==> src/rtl/uart_regbank_pkg.sv <==
package uart_regbank_pkg;
  localparam int OFS_W = 3;
  localparam logic [OFS_W-1:0] OFS_DATA = 3'd0;
  localparam logic [OFS_W-1:0] OFS_IEN  = 3'd1;
  localparam logic [OFS_W-1:0] OFS_IID  = 3'd2;
  localparam logic [OFS_W-1:0] OFS_FMT  = 3'd3;
  localparam logic [OFS_W-1:0] OFS_MCTL = 3'd4;
  localparam logic [OFS_W-1:0] OFS_LST  = 3'd5;
  localparam logic [OFS_W-1:0] OFS_MST  = 3'd6;
  localparam logic [OFS_W-1:0] OFS_SCR  = 3'd7;

  typedef enum logic [1:0] {
    SRC_MODEM = 2'b00,
    SRC_TXRDY = 2'b01,
    SRC_RXDAT = 2'b10,
    SRC_LINE  = 2'b11
  } irq_src_e;
endpackage

==> src/rtl/uart_ctrl_regs.sv <==
module uart_ctrl_regs
  import uart_regbank_pkg::*;
#(
  parameter int DATA_W = 8,
  parameter int ADDR_W = 3,
  parameter int IEN_W  = 4,
  parameter int MCTL_W = 5
) (
  input  logic                clk,
  input  logic                rst,
  input  logic                wr_en,
  input  logic [ADDR_W-1:0]   addr,
  input  logic [DATA_W-1:0]   wr_data,
  output logic [IEN_W-1:0]    ien_q,
  output logic [DATA_W-1:0]   fmt_q,
  output logic [MCTL_W-1:0]   mctl_q,
  output logic [2*DATA_W-1:0] div_q,
  output logic [DATA_W-1:0]   scr_q
);
  localparam int DIV_W = 2 * DATA_W;

  logic latch_sel;
  assign latch_sel = fmt_q[DATA_W-1];

  logic wr_lo, wr_hi;
  assign wr_lo = wr_en && (addr == ADDR_W'(OFS_DATA));
  assign wr_hi = wr_en && (addr == ADDR_W'(OFS_IEN));

  always_ff @(posedge clk) begin
    if (rst) begin
      ien_q  <= '0;
      fmt_q  <= '0;
      mctl_q <= '0;
      div_q  <= '0;
      scr_q  <= '0;
    end else begin
      if (wr_lo && latch_sel) div_q[DATA_W-1:0]     <= wr_data;
      if (wr_hi && latch_sel) div_q[DIV_W-1:DATA_W] <= wr_data;
      if (wr_hi && !latch_sel) ien_q <= wr_data[IEN_W-1:0];
      if (wr_en && addr == ADDR_W'(OFS_FMT))  fmt_q  <= wr_data;
      if (wr_en && addr == ADDR_W'(OFS_MCTL)) mctl_q <= wr_data[MCTL_W-1:0];
      if (wr_en && addr == ADDR_W'(OFS_SCR))  scr_q  <= wr_data;
    end
  end

  // the divisor moves only on a latch-mode write to offset 0 or 1
  a_r2_div_stable: assert property (@(posedge clk) disable iff (rst)
    !(wr_en && latch_sel && (addr == ADDR_W'(OFS_DATA) || addr == ADDR_W'(OFS_IEN)))
    |=> $stable(div_q));
endmodule

==> src/rtl/uart_thre_track.sv <==
module uart_thre_track (
  input  logic clk,
  input  logic rst,
  input  logic thr_empty,
  input  logic clr_read,
  input  logic clr_write,
  output logic flag_q
);
  logic prev_q;
  logic rise;
  assign rise = thr_empty && !prev_q;

  always_ff @(posedge clk) begin
    if (rst) begin
      prev_q <= 1'b1;
      flag_q <= 1'b0;
    end else begin
      prev_q <= thr_empty;
      if (rise)                       flag_q <= 1'b1;
      else if (clr_read || clr_write) flag_q <= 1'b0;
    end
  end

  // a clear with no new rising edge leaves the source inactive
  a_r7_thre_clear: assert property (@(posedge clk) disable iff (rst)
    ((clr_read || clr_write) && !rise) |=> !flag_q);

  // a rising edge of the empty flag always raises the source
  a_r7_thre_set: assert property (@(posedge clk) disable iff (rst)
    rise |=> flag_q);
endmodule

==> src/rtl/uart_irq_prio.sv <==
module uart_irq_prio
  import uart_regbank_pkg::*;
#(
  parameter int IEN_W = 4
) (
  input  logic [IEN_W-1:0] ien,
  input  logic             line_err,
  input  logic             rx_avail,
  input  logic             rx_tmo,
  input  logic             tx_rdy,
  input  logic             modem_chg,
  output irq_src_e         code,
  output logic             pend,
  output logic             tmo_flag
);
  logic [3:0] act;
  assign act[3] = ien[2] && line_err;
  assign act[2] = ien[0] && (rx_avail || rx_tmo);
  assign act[1] = ien[1] && tx_rdy;
  assign act[0] = ien[3] && modem_chg;

  always_comb begin
    code     = SRC_MODEM;
    tmo_flag = 1'b0;
    if (act[3])      code = SRC_LINE;
    else if (act[2]) begin
      code     = SRC_RXDAT;
      tmo_flag = rx_tmo;
    end
    else if (act[1]) code = SRC_TXRDY;
    pend = |act;
  end
endmodule

==> src/rtl/uart_regbank.sv <==
module uart_regbank
  import uart_regbank_pkg::*;
#(
  parameter int DATA_W = 8,
  parameter int ADDR_W = 3
) (
  input  logic                clk,
  input  logic                rst,
  input  logic [ADDR_W-1:0]   addr,
  input  logic                wr_en,
  input  logic [DATA_W-1:0]   wr_data,
  input  logic                rd_en,
  output logic [DATA_W-1:0]   rd_data,
  input  logic [DATA_W-1:0]   rx_data,
  input  logic                rx_ready,
  input  logic                rx_timeout,
  input  logic [DATA_W-1:0]   line_stat,
  input  logic [DATA_W-1:0]   modem_stat,
  input  logic                thr_empty,
  input  logic                fifo_on,
  output logic [DATA_W-1:0]   tx_data,
  output logic                tx_push,
  output logic                rx_pop,
  output logic                lsr_rd,
  output logic                msr_rd,
  output logic [2*DATA_W-1:0] divisor,
  output logic [1:0]          word_len,
  output logic                stop_sel,
  output logic                par_en,
  output logic                even_par,
  output logic                stick_par,
  output logic                brk,
  output logic                dtr,
  output logic                rts,
  output logic                out1,
  output logic                out2,
  output logic                loop_en,
  output logic                irq
);
  localparam int IEN_W  = 4;
  localparam int MCTL_W = 5;
  localparam int DIV_W  = 2 * DATA_W;

  logic [IEN_W-1:0]  ien_q;
  logic [DATA_W-1:0] fmt_q;
  logic [MCTL_W-1:0] mctl_q;
  logic [DIV_W-1:0]  div_q;
  logic [DATA_W-1:0] scr_q;

  uart_ctrl_regs #(
    .DATA_W(DATA_W), .ADDR_W(ADDR_W), .IEN_W(IEN_W), .MCTL_W(MCTL_W)
  ) i_regs (
    .clk(clk), .rst(rst), .wr_en(wr_en), .addr(addr), .wr_data(wr_data),
    .ien_q(ien_q), .fmt_q(fmt_q), .mctl_q(mctl_q), .div_q(div_q), .scr_q(scr_q)
  );

  logic latch_sel;
  assign latch_sel = fmt_q[DATA_W-1];

  logic data_wr, data_rd, iid_rd;
  assign data_wr = wr_en && !latch_sel && (addr == ADDR_W'(OFS_DATA));
  assign data_rd = rd_en && !latch_sel && (addr == ADDR_W'(OFS_DATA));
  assign iid_rd  = rd_en && (addr == ADDR_W'(OFS_IID));

  irq_src_e code;
  logic     pend, tmo_flag, thre_q, thre_rd_clr;

  uart_irq_prio #(.IEN_W(IEN_W)) i_prio (
    .ien(ien_q),
    .line_err(|line_stat[4:1]),
    .rx_avail(rx_ready),
    .rx_tmo(rx_timeout),
    .tx_rdy(thre_q),
    .modem_chg(|modem_stat[3:0]),
    .code(code),
    .pend(pend),
    .tmo_flag(tmo_flag)
  );

  assign thre_rd_clr = iid_rd && pend && (code == SRC_TXRDY);

  uart_thre_track i_thre (
    .clk(clk), .rst(rst), .thr_empty(thr_empty),
    .clr_read(thre_rd_clr), .clr_write(data_wr), .flag_q(thre_q)
  );

  logic [DATA_W-1:0] iid_val;
  always_comb begin
    iid_val    = '0;
    iid_val[7] = fifo_on;
    iid_val[6] = fifo_on;
    iid_val[3] = tmo_flag;
    iid_val[2:1] = code;
    iid_val[0] = !pend;
  end

  logic [DATA_W-1:0] rd_mux;
  always_comb begin
    rd_mux = '0;
    case (addr)
      ADDR_W'(OFS_DATA): rd_mux = latch_sel ? div_q[DATA_W-1:0] : rx_data;
      ADDR_W'(OFS_IEN):  rd_mux = latch_sel ? div_q[DIV_W-1:DATA_W]
                                            : DATA_W'(ien_q);
      ADDR_W'(OFS_IID):  rd_mux = iid_val;
      ADDR_W'(OFS_FMT):  rd_mux = fmt_q;
      ADDR_W'(OFS_MCTL): rd_mux = DATA_W'(mctl_q);
      ADDR_W'(OFS_LST):  rd_mux = line_stat;
      ADDR_W'(OFS_MST):  rd_mux = modem_stat;
      default:           rd_mux = scr_q;
    endcase
  end

  always_ff @(posedge clk) begin
    if (rst) begin
      rd_data <= '0;
      tx_data <= '0;
      tx_push <= 1'b0;
      rx_pop  <= 1'b0;
      lsr_rd  <= 1'b0;
      msr_rd  <= 1'b0;
      irq     <= 1'b0;
    end else begin
      if (rd_en) rd_data <= rd_mux;
      if (data_wr) tx_data <= wr_data;
      tx_push <= data_wr;
      rx_pop  <= data_rd;
      lsr_rd  <= rd_en && (addr == ADDR_W'(OFS_LST));
      msr_rd  <= rd_en && (addr == ADDR_W'(OFS_MST));
      irq     <= mctl_q[3] && pend;
    end
  end

  assign divisor   = div_q;
  assign word_len  = fmt_q[1:0];
  assign stop_sel  = fmt_q[2];
  assign even_par  = fmt_q[3];
  assign par_en    = fmt_q[4];
  assign stick_par = fmt_q[5];
  assign brk       = fmt_q[6];
  assign dtr       = mctl_q[0];
  assign rts       = mctl_q[1];
  assign out1      = mctl_q[2];
  assign out2      = mctl_q[3];
  assign loop_en   = mctl_q[4];

  // the request line is never high unless the gate bit was set a cycle before
  a_r8_irq_gated: assert property (@(posedge clk) disable iff (rst)
    irq |-> $past(out2));

  // the timeout flag only accompanies the received-data code
  a_r6_tmo_code: assert property (@(posedge clk) disable iff (rst)
    tmo_flag |-> (code == SRC_RXDAT) && pend);

  // at most one read side-effect strobe per cycle
  a_r12_strobe_excl: assert property (@(posedge clk) disable iff (rst)
    $onehot0({rx_pop, lsr_rd, msr_rd}));

  // a transmit push never follows a write made in divisor-latch mode
  a_r2_no_push_latch: assert property (@(posedge clk) disable iff (rst)
    (wr_en && latch_sel) |=> !tx_push);
endmodule

==> config.mk <==
export PLATFORM = sky130hd
export DESIGN_NAME = uart_regbank
export DESIGN_NICKNAME = d
export VERILOG_FILES = /design/src/rtl/uart_regbank_pkg.sv /design/src/rtl/uart_ctrl_regs.sv /design/src/rtl/uart_thre_track.sv /design/src/rtl/uart_irq_prio.sv /design/src/rtl/uart_regbank.sv
export SDC_FILE = /design/constraint.sdc
export NUM_CORES = 1
export LEC_CHECK = 0
export BUFFER_PORTS_ARGS = -buffer_cell sky130_fd_sc_hd__buf_2
export CAP_MARGIN = 15
export CORE_MARGIN = 2
export CORE_UTILIZATION = 51
export DETAILED_ROUTE_END_ITERATION = 8
export PLACE_DENSITY = 0.91
export SLEW_MARGIN = 5
export SYNTH_ARGS = -nofsm -noshare
export SYNTH_HDL_FRONTEND = slang
export SYNTH_SLANG_ARGS = --single-unit
==> constraint.sdc <==
create_clock -name clk -period 2.1 [get_ports clk]
set_clock_uncertainty 0.2 [all_clocks]
set_input_delay 0.21 -clock clk [delete_from_list [all_inputs] [get_ports clk]]
set_output_delay 0.21 -clock clk [all_outputs]
set_load 0.01 [all_outputs]
# Yosys cells after proc, flatten, opt, wreduce, memory -nomap -nowiden
# Cells that the tools add are included.
dict set report totals {
  register_bits 64
  in_bits 43
  output_inout_bits 49
}
dict set report op_classes {
  eq_ne 8
  mux 10
  n_reduce_logical 33
}
# operator n
set op_table {}
lappend op_table {{8-bit case mux with 7 select lines} 1}
lappend op_table {{1-bit logical AND} 23}
lappend op_table {{8-bit two-way mux} 2}
lappend op_table {{3-bit == test, second input constant} 4}
lappend op_table {{4-bit OR reduction} 3}
lappend op_table {{3-bit by 2-bit == test with 1-bit output, second input constant} 2}
lappend op_table {{1-bit two-way mux} 5}
lappend op_table {{2-bit two-way mux} 2}
lappend op_table {{3-bit by 1-bit == test with 1-bit output, second input constant} 1}
lappend op_table {{1-bit zero test} 3}
lappend op_table {{3-bit zero test} 1}
lappend op_table {{2-bit by 1-bit == test with 1-bit output, second input constant} 1}
lappend op_table {{1-bit logical OR} 2}
lappend op_table {{2-bit nonzero test} 1}

# Logic depth before layout (Yosys ltp)
dict set report depth {
  word_depth 9
  mapped_depth 7
}

# Modules after synthesis
# Synthesis repeated with hierarchy kept, for this count alone.
dict set report unflattened {
  hier_cells 340
  area_unflattened_um2 3067.9
}
# mod instances cells_each area_each_um2 seq_area_each_um2
set by_module_without_submodules {}
lappend by_module_without_submodules {uart_ctrl_regs 1 166 1600.3 820.8}
lappend by_module_without_submodules {uart_regbank 1 161 1355.0 420.4}
lappend by_module_without_submodules {uart_thre_track 1 6 66.3 40.0}
lappend by_module_without_submodules {uart_irq_prio 1 7 46.3 0.0}

# Worst setup path before layout
# No wires, ideal clock.
dict set report synth_path {
  path_type {reg-to-reg}
  startpoint {register i_regs.fmt_q[7]}
  endpoint {register i_regs.ien_q[1]}
  setup_ns 0.128
  t_arrival_ns 1.399
  required_time_ns 1.772
  path_slack_ns 0.373
  stages_incl_launch_ff 6
  period_less_slack_ns 1.727
  path_cell_list {dfxtp_1 buf_4 buf_6 nor3_1 mux2i_1 nor2_1}
}
dict set report synth_via {
  elab_chain_cells 2
}
# item line_no
set synth_lines {}
lappend synth_lines {{from (decl)} uart_ctrl_regs.sv:15} ;# output logic [DATA_W-1:0] fmt_q,
lappend synth_lines {{from (signal assigned)} uart_ctrl_regs.sv:40} ;# if (wr_en && addr == ADDR_W'(OFS_FMT)) fmt_q <= wr_data;
lappend synth_lines {{1-bit zero test} uart_ctrl_regs.sv:39} ;# if (wr_hi && !latch_sel) ien_q <= wr_data[IEN_W-1:0];
lappend synth_lines {{1-bit logical AND} uart_ctrl_regs.sv:39}
lappend synth_lines {{to (signal assigned)} uart_ctrl_regs.sv:39}
lappend synth_lines {{to (decl)} uart_ctrl_regs.sv:14} ;# output logic [IEN_W-1:0] ien_q,
# No other way between the ends.
# A chain may end at the register's enable or synchronous reset.

# Worst setup path after layout
dict set report layout_path {
  startpoint {register i_regs.fmt_q[7]}
  endpoint {register rd_data[3]}
}
dict set report layout_via {
  elab_chain_cells 2
  elab_cells_between_ends 3
  cone_classes {mux: 3}
}
# item line_no
set layout_lines {}
lappend layout_lines {{8-bit two-way mux, on equally long branches} {uart_regbank.sv:102, uart_regbank.sv:101}}
lappend layout_lines {{8-bit case mux with 7 select lines (*)} uart_regbank.sv:100} ;# case (addr)
lappend layout_lines {{to (signal assigned)} uart_regbank.sv:123} ;# if (rd_en) rd_data <= rd_mux;
lappend layout_lines {{to (decl)} uart_regbank.sv:13} ;# output logic [DATA_W-1:0] rd_data,
# Mark *: on every way between the ends. The rest lies on a longest branch, timed or not.

==> flow_summary.toml <==
[pwr]
netSwitchingPower_uw = 624
p_clk_frac = 0.367
p_int_uw = 1840
vdd_drop_max_mv = 0.424
pwr-share-comb = 0.123
finalPower_uw = 2460
p_leak_uw = 0.00170
pwr_cell_area_nw_per_um2 = 664
swShare = 0.253
share_of_power_burned_in_registers = 0.510

[yosys]
yosys_warnings = 0
syn-cell-area_um2 = 2950
synth_cell_types = 41
ys_ff_latch = 64
ys_async_sr_fraction = 0
yosysSeqAreaShare = 0.434
synthesis.nets = 391
post_synth.cell_area_avg_um2 = 8.47
dominantRegCellSynth = "dfxtp_1"
synth_cells = 348
synth_enable_flop_cells = 0

[detailed_routing]
residual_antenna_violating_net_count_after_detailed_routing = 0
remaining_drc_errors = 0
via_per_inst = 5.69
detail_route.wl_per_cell_um = 16.6
drt_iter0_drc = 198
drt_wl_total_um = 8610
detail_route.first_pass.iterations = 5
detailroute.via_count = 2947

[timing]
rsz0062_at_grt = "false"
timing.slew.headroom = 0.608
finalWorstPathRequiredPeriod_ns = 1.94
finalHoldViolations = 0
timing_worst_slew_pin_value_ns = 0.587
fin_crit_sh = 0.924
report.final.slew_viol_count = 0
setup_violations = 0
worst_hold_slack_ns = 0.0199
fmax_ghz = 0.515

[status]
outcome = "complete, no violations"

[setup_path]
regToRegStartpoint = "i_regs.fmt_q[7]"
crit_chain = "mux2_2, mux2i_1, o21ai_0, a2111oi_2, o32ai_1"
regToRegSetupSlack_ns = 0.16
setup.worst_path.start_class = "flip-flop"
timing.critical_path.slowest_cell_delay_ns = 0.41
critical_path.reg2reg.endpoint = "rd_data[3]"
worst_r2r_path_depth = 5
setup.worst_path.end_class = "flip-flop"
timing_worst_setup_path_type = "flip-flop to flip-flop"
crit_path_max_delay_cell_type = "a2111oi_2"
cp_max_fo = 3
critical_path_required_ns = 2.10
arrival_ns = 1.94

[die]
io-pin-count = 92
dieHeight_um = 80.0
die_w_um = 80.0
floorplan.rows = 27
core-area_um2 = 5540
total_die_area_um2 = 6410
start_util = 0.532

[cts]
clk-insertion-delay-late_ns = 0.34
number_of_sinks_handled_by_clock_tree_synthesis = 64
cts_setup_buffers = 0
tritoncts_clock_tree = "done"
tritoncts.num_buffers = 9
cts_max_path_buffers = 2
clkTransAtPathRegs_ns = 0.07
clk_root_buffer_cell = "clkbuf_8"
h-tree-depth = 3

[global_route]
grt_pass1_vias = 2754
grt_first_pass_wirelength_um = 13200
antenna_found_initial = 0
grtUsageMet1 = 0.346
overflow_left_after_global_routing = 0
grt_usage = 0.272
met3_usage = 0.0656
global_route.peak_usage_layer = "met2"
grt_util_met2 = 0.448
grt_start_max_net_pins = 41

[job]
maxCapViolations = 0

[place]
gp_congestion = 0.987
placedInstanceArea_um2 = 3480
place.port_buffers = 91
dp_hpwl_um = 6200

[finish]
nets = 487
final_design_area_no_fill_um2 = 3710
area_growth_syn_to_layout_pct = 25.8
antenna_diodes = 0
post_route_cells_drive_above_1_share = 0.278

[min_path]
hold_path_startpoint = "wr_data[1]"
holdPathStages = 3
holdPathEnd = "i_regs.fmt_q[1]"
min_path_type = "input port to flip-flop"
-- cells by family after synthesis --
| group | Yosys count | share of synthesized area |
|---|---|---|
| compound gates | 67 | 0.140 |
| buf+inv | 29 | 0.0505 |
| flops | 64 | 0.434 |
| mux | 50 | 0.171 |
| simple gates | 138 | 0.203 |
-- critical path: cells and delay by family (launching register included) --
family	cells	cell delay (ns)
flip-flops	1	0.37
AO/OA/AOI/OAI	3	0.70
multiplexers	2	0.54
-- worst max-delay path by stage --
stage | from | to | cells past startpoint
floorplan | i_regs.fmt_q[7] | i_regs.ien_q[1] | 5
global placement | i_regs.fmt_q[7] | rd_data[3] | 5
detailed placement | i_regs.fmt_q[7] | rd_data[3] | 5
CTS | i_regs.fmt_q[7] | rd_data[3] | 5
global route | i_regs.fmt_q[7] | rd_data[3] | 5
finish | i_regs.fmt_q[7] | rd_data[3] | 5
-- power groups by stage --
stage	Clock [µW]	Sequential (µW)	Combinational, µW
2_1_floorplan	0	1290	148
4_1_cts	908	1260	298
3_5_place_dp	0	1280	286
3_3_place_gp	0	1280	281
5_1_grt	969	1260	326
6_report	904	1260	302
-- synthesized netlist by cell type, types with 2 or more instances --
cell | instances | area, µm²
a21oi_1 | 23 | 115
nand2_1 | 51 | 191
nor2_1 | 53 | 199
a31oi_1 | 2 | 12.5
clkbuf_1 | 11 | 41.3
nand3_1 | 7 | 35.0
nand2b_1 | 3 | 18.8
or2_2 | 2 | 12.5
o32ai_1 | 3 | 26.3
nor3_1 | 4 | 20.0
o21ai_0 | 20 | 100
mux2_2 | 4 | 45.0
buf_6 | 2 | 22.5
mux2i_1 | 46 | 460
or3_1 | 3 | 18.8
and3_1 | 4 | 25.0
buf_2 | 8 | 40.0
buf_4 | 4 | 30.0
o21a_1 | 2 | 15.0
a221oi_1 | 2 | 17.5
a2111oi_0 | 5 | 43.8
nor2b_1 | 3 | 18.8
dfxtp_1 | 64 | 1280
inv_1 | 4 | 15.0
a211oi_1 | 2 | 15.0
-- state kept, by name, indices dropped and copies added (netlist names) --
name and flops:
msr_rd 1, i_thre.prev_q 1, i_regs.ien_q 4, i_regs.fmt_q 8, i_regs.div_q 16, rd_data 8, i_regs.mctl_q 5, lsr_rd 1
irq 1, tx_push 1, i_regs.scr_q 8, rx_pop 1, i_thre.flag_q 1, tx_data 8
-- routing by layer --
layer	vias up	part of all wire
met2	128	0.47
met4	0	0.019
met5	-	0
met1	1395	0.44
met3	14	0.071
li1	1410	-
-- final cells by class --
type                            instances  area [µm²]
Clock buffer                           12         155
Fill cell                             465        1830
Sequential cell                        64        1280
Timing Repair Buffer                  110         638
Tap cell                               72        90.1
Inverter                                4        15.0
Clock inverter                          1        5.00
Multi-Input combinational cell        255        1530
-- cell usage in the layout, fill, tap and decap left out, types with 4 or more instances in the layout --
cell type,instances
nand3_1,7
o21ai_0,20
dlygate4sd3_1,6
a21oi_1,23
dfxtp_1,64
clkbuf_8,11
nor2_1,53
mux2_2,4
nand2_1,51
a2111oi_0,4
and3_1,4
nor3_1,4
mux2i_1,46
inv_1,4
buf_4,11
buf_2,91
-- per-stage QoR --
stage	cells	worst slack, ns	TNS [ns]	util
2_1_floorplan	348	0.373	0	-
3_3_place_gp	499	-0.0806	-0.0806	0.629
3_5_place_dp	499	-0.147	-0.147	0.629
4_1_cts	518	0.111	0	0.670
5_1_grt	518	0.0344	0	0.670
6_report	518	0.160	0	0.670
-- repair_timing --
action                                 4_1_cts  5_1_grt
gates cloned                                 0        0
hold buffers                                 6        0
gates resized for setup                      2        0
setup endpoints to repair                    1        1
endpoints found under the hold margin       14        0
pin swaps                                    0        1
No activity file was read; power rests on OpenSTA's default activity.
